[src/rtl/sdram_bank_tracker.sv]
module sdram_bank_tracker #(
  parameter int T_RP  = 3,
  parameter int BANKS = 4
) (
  input  logic                       clk,
  input  logic                       rst_n,
  input  logic [2:0]                 cmd_i,
  input  logic [$clog2(BANKS)-1:0]   bank_i,
  input  logic                       a10_i,
  input  logic [2:0]                 bl_sel_i,
  output logic                       cs_n_o,
  output logic                       ras_n_o,
  output logic                       cas_n_o,
  output logic                       we_n_o,
  output logic [$clog2(BANKS)-1:0]   ba_o,
  output logic                       a10_o,
  output logic                       err_o
);
  localparam int BW = $clog2(BANKS);
  localparam int CW = (T_RP < 2) ? 1 : $clog2(T_RP);
  localparam logic [1:0] S_IDLE = 2'd0, S_OPEN = 2'd1, S_CLOSE = 2'd2;
  localparam logic [CW-1:0] CNT_LOAD = CW'(T_RP - 1);

  logic [1:0]    st_q  [BANKS];
  logic [CW-1:0] cnt_q [BANKS];

  logic          bu_act, bu_ap, bu_full;
  logic [BW-1:0] bu_bank;
  logic [3:0]    bu_rem;

  wire is_act = cmd_i == 3'd1;
  wire is_rw  = cmd_i == 3'd2 || cmd_i == 3'd3;
  wire is_pre = cmd_i == 3'd4;
  wire is_bst = cmd_i == 3'd5;

  wire [1:0] sel_st  = st_q[bank_i];
  wire       ap_hold = bu_act && bu_ap && bu_bank == bank_i;
  wire       bad     = (is_act && sel_st != S_IDLE) ||
                       (is_rw && (sel_st != S_OPEN || ap_hold));
  wire       go      = !bad;
  wire       full_sel = bl_sel_i[2];
  wire [3:0] blen    = 4'd1 << bl_sel_i[1:0];
  wire       nat_end = bu_act && !bu_full && bu_rem == 4'd1;
  wire       pre_hits_burst = go && is_pre && (a10_i || bank_i == bu_bank);
  wire       ap_fire = bu_act && bu_ap && (nat_end || (go && (is_bst || is_rw)));

  logic [BANKS-1:0] open_v, close_v;
  always_comb begin
    for (int b = 0; b < BANKS; b++) begin
      open_v[b]  = go && is_act && bank_i == BW'(b);
      close_v[b] = (go && is_pre && (a10_i || bank_i == BW'(b)) && st_q[b] == S_OPEN) ||
                   (ap_fire && bu_bank == BW'(b));
    end
  end

  always_ff @(posedge clk) begin
    for (int b = 0; b < BANKS; b++) begin
      if (!rst_n) begin
        st_q[b]  <= S_IDLE;
        cnt_q[b] <= '0;
      end else if (open_v[b]) begin
        st_q[b]  <= S_OPEN;
      end else if (close_v[b]) begin
        st_q[b]  <= (T_RP <= 1) ? S_IDLE : S_CLOSE;
        cnt_q[b] <= CNT_LOAD;
      end else if (st_q[b] == S_CLOSE) begin
        cnt_q[b] <= cnt_q[b] - 1'b1;
        if (cnt_q[b] == CW'(1)) st_q[b] <= S_IDLE;
      end
    end
  end

  always_ff @(posedge clk) begin
    if (!rst_n) begin
      bu_act  <= 1'b0;
      bu_ap   <= 1'b0;
      bu_full <= 1'b0;
      bu_bank <= '0;
      bu_rem  <= '0;
    end else if (go && is_rw) begin
      bu_act  <= 1'b1;
      bu_ap   <= a10_i && !full_sel;
      bu_full <= full_sel;
      bu_bank <= bank_i;
      bu_rem  <= blen;
    end else if (bu_act && (nat_end || (go && is_bst) || pre_hits_burst)) begin
      bu_act  <= 1'b0;
      bu_ap   <= 1'b0;
    end else if (bu_act && !bu_full) begin
      bu_rem  <= bu_rem - 1'b1;
    end
  end

  logic [3:0] pins;
  always_comb begin
    pins = 4'b0111;
    if (go) begin
      case (cmd_i)
        3'd1:    pins = 4'b0011;
        3'd2:    pins = 4'b0101;
        3'd3:    pins = 4'b0100;
        3'd4:    pins = 4'b0010;
        3'd5:    pins = 4'b0110;
        default: pins = 4'b0111;
      endcase
    end
  end

  wire drive_addr = go && (is_act || is_rw || is_pre);

  always_ff @(posedge clk) begin
    if (!rst_n) begin
      {cs_n_o, ras_n_o, cas_n_o, we_n_o} <= 4'b0111;
      ba_o  <= '0;
      a10_o <= 1'b0;
      err_o <= 1'b0;
    end else begin
      {cs_n_o, ras_n_o, cas_n_o, we_n_o} <= pins;
      ba_o  <= (drive_addr && !(is_pre && a10_i)) ? bank_i : '0;
      a10_o <= drive_addr ? a10_i : 1'b0;
      err_o <= bad;
    end
  end

  wire out_act = {cs_n_o, ras_n_o, cas_n_o, we_n_o} == 4'b0011;
  wire out_rw  = !cs_n_o && ras_n_o && !cas_n_o;

  assert_err_nop_R2: assert property (@(posedge clk) disable iff (!rst_n)
    err_o |-> {cs_n_o, ras_n_o, cas_n_o, we_n_o} == 4'b0111);

  assert_full_no_ap_R8: assert property (@(posedge clk) disable iff (!rst_n)
    bu_full |-> !bu_ap);

  for (genvar g = 0; g < BANKS; g++) begin : g_chk
    assert_act_idle_R3: assert property (@(posedge clk) disable iff (!rst_n)
      (out_act && ba_o == BW'(g)) |-> $past(st_q[g]) == S_IDLE);
    assert_rw_open_R2: assert property (@(posedge clk) disable iff (!rst_n)
      (out_rw && ba_o == BW'(g)) |-> $past(st_q[g]) == S_OPEN);
    assert_cnt_bound_R3: assert property (@(posedge clk) disable iff (!rst_n)
      cnt_q[g] <= CNT_LOAD);
  end
endmodule

[config.mk]
export PLATFORM = sky130hd
export DESIGN_NAME = sdram_bank_tracker
export DESIGN_NICKNAME = d
export VERILOG_FILES = /design/src/rtl/sdram_bank_tracker.sv
export SDC_FILE = /design/constraint.sdc
export NUM_CORES = 1
export LEC_CHECK = 0
export BUFFER_PORTS_ARGS = -buffer_cell sky130_fd_sc_hd__buf_2
export CAP_MARGIN = 20
export CORE_MARGIN = 2
export CORE_UTILIZATION = 33
export CTS_BUF_LIST = sky130_fd_sc_hd__clkbuf_16
export CTS_CLUSTER_DIAMETER = 40
export CTS_CLUSTER_SIZE = 8
export DETAILED_ROUTE_END_ITERATION = 10
export PLACE_DENSITY = 0.48
export SYNTH_ARGS = -nofsm -noshare
export SYNTH_HDL_FRONTEND = slang
export SYNTH_SLANG_ARGS = --single-unit
[constraint.sdc]
create_clock -name clk -period 3 [get_ports clk]
set_clock_uncertainty 0.05 [all_clocks]
set_input_delay 0.6 -clock clk [delete_from_list [all_inputs] [get_ports clk]]
set_output_delay 0.6 -clock clk [all_outputs]
set_load 0.02 [all_outputs]
Word level (Yosys, flattened, before mapping):

Memories as Yosys holds them, arrays and structs flattened.
Index checks and enable logic that the tools add are counted.

* memories kept: 2
* memory bits (writable): 16
* word-level logic and storage cells: 234
* bits in registers: 17

* reduce and logical (&&, ||, !) cells: 65
* shifts and indexed selects: 1
* eq/ne operators: 28
* add/subtract/negate cells: 5
* bitwise gates (word level): 21
* mux-type cells: 100

Memories
* cnt_q: depth 4, width 2, rd ports 4, clocked after memory_dff 0, write ports 4, line 25 `logic [CW-1:0] cnt_q [BANKS];`
* st_q: depth 4, width 2, rd ports 5, clocked after memory_dff 0, write ports 4, line 24 `logic [1:0] st_q [BANKS];`

Operators by type and width (number)
* 2-to-1 mux 1 bit: 76
* 2-to-1 mux 2 bit: 20
* logical AND 1 bit: 34
* equality test 2 x 1 -> 1 bit, second input constant: 10
* bitwise OR 1 bit: 20
* logical OR 1 bit: 18
* equality test 2 bit, second input constant: 8
* case mux 3 bit (5 select lines): 1
* 2-to-1 mux 4 bit: 3
* subtractor 2 x 1 -> 2 bit, second input constant: 4
* equality test 3 x 2 -> 1 bit, second input constant: 2
* equality test 3 bit, second input constant: 2
* AND reduction 2 bit: 3
* nonzero test 2 bit: 3
* equality test 2 bit: 2
* equality test 4 x 1 -> 1 bit, second input constant: 1
* logical NOT 1 bit: 4
* logical NOT 2 bit: 2
* left shift 1 x 2 -> 4 bit, first input constant: 1
* subtractor 4 x 1 -> 4 bit, second input constant: 1
* equality test 3 x 1 -> 1 bit, second input constant: 1
* inequality test 2 x 1 -> 1 bit, second input constant: 1
* inequality test 2 bit, second input constant: 1
* OR reduction 2 bit: 1
* NOT 1 bit: 1

Depth between registers and ports, before layout:

* depth after elaboration: 17
* depth in mapped cells: 8
* depth with buffers taken out: 8

Worst setup path before layout:

OpenSTA, ideal clock, no wires.

* path type: input -> register
* start point: input bank_i[0]
* end point: memory cnt_q[1][0] (netlist bit) (enable)
* arrival time: 2.104 ns
* stages on the path: 6
* slack: 0.526 ns
* data required time: 2.630 ns
* cell sequence: mux4_2 > a41oi_4 > a21oi_4 > nor4b_2 > a41oi_2 > a31oi_1

RTL lines
* start: declaration: line 8 `input logic [$clog2(BANKS)-1:0] bank_i,`
* end: declaration: line 25

==> results.txt <==
- Once layout is done, the placed cells without fillers occupy 2290 µm².
- The routed layout has 1514 vias.
- Once the floorplan was initialized, standard cells occupied 34.7% of the core.
- DRC violations left: 0
* Num rows: 27
- Post-synth top cells: 35 x sky130_fd_sc_hd__nand2_1, 16 x sky130_fd_sc_hd__dfxtp_1, 16 x sky130_fd_sc_hd__edfxtp_1
- Crit path max fanout: 5
- Leakage power of the design: 0.888 nW
* Area of the mapped netlist: 1950 µm²
- RSZ-0062 raised after global routing: false
- Number of antenna violations at the first check in global routing: 0
- The via count of the first global-routing pass came to 1449.
* Maximum frequency from static timing analysis: 395 MHz
- Port buffering added 17 buffers.
- Net count after synthesis: 227
* Library cell occupying the most area in the post-synthesis netlist: sky130_fd_sc_hd__edfxtp_1
- Data required time at the worst endpoint: 2910 ps
- After clock tree synthesis, the clock-pin slew on the worst setup and hold paths is ~50 ps.
- Maximum number of pins on one net before global-route repair: 25
* Most instantiated library cell after synthesis: sky130_fd_sc_hd__nand2_1
- Ratio of final minimum period to clock period: 84.5%
* Remaining antenna violation count: 0
- Dividing the detail-routed via count by the number of cells gives 5.00.
- Placed Area: 2130 µm²
- The die covers 6530 µm².
- The number of gates resized after CTS was 0.
- Setup violations remaining at the end of the flow were counted as 0.
- Number of buffers between clock root and the deepest sink: 2
* Start-to-end type of the worst setup path: input port to register
- The netlist uses 51 different library cells.
- The first global-routing pass estimated roughly 7200 µm of wire.
- For this run, asynchronously set or reset flops after synthesis account for 0%.
- Dpl hpwl: 3110 µm
- Synth top area share: 24.7%
* Main synth FF type: sky130_fd_sc_hd__edfxtp_1
- Max H-tree Level: 2
- Avg Inst Size Synth: 9.35 µm²
* Tmin final: 2530 ps
- Number of antenna diodes: 0
- The synthesized design contains 16 enable-type register cells.
- Detail-routed net length per standard cell: ~13 µm
* TritonCTS clock tree: yes
- Pwr/cell area: 519 nW/µm²
- Number of I/O pins: 19
* Global placement routability congestion: 0.824
- GR Overflow Total: 0
- Global routing used 14.5% of the available tracks across all layers.
- Synthesis-stage register bit count: 32
- Max VDD drop: 0.211 mV
- Result of the run: completed
* Die Span Y: approximately 81 µm
- Number of iterations in the first detailed-routing pass: 4
- Measured along the x axis, the die boundary spans a little over 80 µm.
- Clock root buffer: sky130_fd_sc_hd__clkbuf_16
- Max-cap violations: 0
- The post-route netlist has between 10% and 20% of its cells at a drive strength greater than 1.
* Std-Cell Core Area: 5610 µm²
- Detailed Route WL: between 4000 and 5000 µm
* Max-slew violation total from the final report: 0
- The number of hold violations in the final report came to 0.
- The later pin in the worst-skew pair is clocked with a latency of between 200 and 300 ps.
* Post-synthesis to final-layout area growth: 17.6%
* Number of synthesis warnings: 0
* 1st-iter DRT viols: 100
- Cell count after synthesis: 208
* Clock sink count: 32
- For this run, the register share of the synthesized area comes to between 40% and 50%.
- The worst hold path belongs to the class register to register.
- In this run, post-CTS hold repair placed 0 buffers.
- STA classifies the critical path endpoint as a register.
* Number of buffers added for setup after CTS: 0
- Element type at the critical path start: input port
- Buffers inserted during clock tree synthesis total 5.
* Total Neg Setup Slack: 0 ps
- Ranked by total cell area, the synthesized netlist is headed by sky130_fd_sc_hd__edfxtp_1 25%, sky130_fd_sc_hd__dfxtp_1 16%, sky130_fd_sc_hd__nand2_1 6.8%.
- The net count of the finished layout is 249.
- Arrival time worst endpoint: approximately 2400 ps
[cells in the final DEF (no fill, tap or decap), drive strengths merged, types with 5 or more instances in the layout]
cell,netlist,layout
nand2,35,35
nor2b,9,9
nand2b,5,5
a21oi,17,17
nor2,16,16
dfxtp,16,16
o21ai,7,7
ha,8,8
edfxtp,16,16
nor3,7,7
buf,3,22
inv,9,10
a21boi,6,6
clkbuf,4,6
[final timing paths]
path,slack (ps),from,endpoint,cells past startpoint
min reg2reg,450,bu_full$_SDFFE_PN0P_,bu_full$_SDFFE_PN0P_,2
max,470,bank_i[0],cnt_q[1][0]$_SDFFCE_PN0P_,7
max reg2reg,520,st_q[0][1]$_SDFFCE_PP0P_,cnt_q[1][0]$_SDFFCE_PN0P_,6
min,450,bu_full$_SDFFE_PN0P_,bu_full$_SDFFE_PN0P_,2
[area by class of cell]
cell class	instances	area [µm²]
fill	573	3320
multi-input combinational	160	1080
sequential	32	801
clock buffer	6	150
timing repair buffer	22	123
tap	72	90.1
inverter	9	33.8
clock inverter	2	11.3
[power by group]
part / internal [W] / switching (W) / total (W)
Clock: 0.000356 / 0.000182 / 0.000538
Sequential: 0.000485 / 0.0000164 / 0.000501
Combinational: 0.0000603 / 0.0000884 / 0.000149
Total: 0.000901 / 0.000287 / 0.00119
[logic make-up after synthesis]
family / count (synthesis) / synth area share, %
AO/OA/AOI/OAI: 45 / 17.4
XOR/XNOR: 6 / 2.70
adder cells (fa/ha/maj): 8 / 5.14
buffers and inverters: 16 / 3.41
flip-flops: 32 / 41.2
multiplexers: 2 / 2.31
other: 1 / 0.193
AND/OR/NAND/NOR: 98 / 27.7
[flip-flops by register name, summed over array words and instances (netlist names)]
name,cells
bu_full,1
ba_o,2
a10_o,1
bu_act,1
bu_rem,4
err_o,1
cnt_q,8
we_n_o,1
bu_bank,2
cas_n_o,1
ras_n_o,1
st_q,8
bu_ap,1
[through the flow]
stage          hold WS, ps  util (%)  cells  power [W]  setup WS [ps]
2_1_floorplan          407         -    208   0.000614            526
3_3_place_gp           447      37.9    295   0.000660            243
3_5_place_dp           448      37.9    295   0.000660            178
4_1_cts                456      40.8    303    0.00121            463
5_1_grt                506      40.8    303    0.00125            311
6_report               450      40.8    303    0.00119            465
[critical path: stages]
cell and delay, ps:
sky130_fd_sc_hd__buf_2 150, sky130_fd_sc_hd__mux4_2 570, sky130_fd_sc_hd__a41oi_4 290, sky130_fd_sc_hd__a21boi_2 150
sky130_fd_sc_hd__nor2_2 200, sky130_fd_sc_hd__a41oi_2 200, sky130_fd_sc_hd__a31oi_1 290
[routing by layer]
metal	wire length, µm	share of wire, %	global-route usage (%)
met5	0	0	0
met4	72	1.8	6.61
met3	141	3.5	3.33
met2	1820	45	21.1
met1	2000	50	20.5
(Power assumes the default switching activity.)
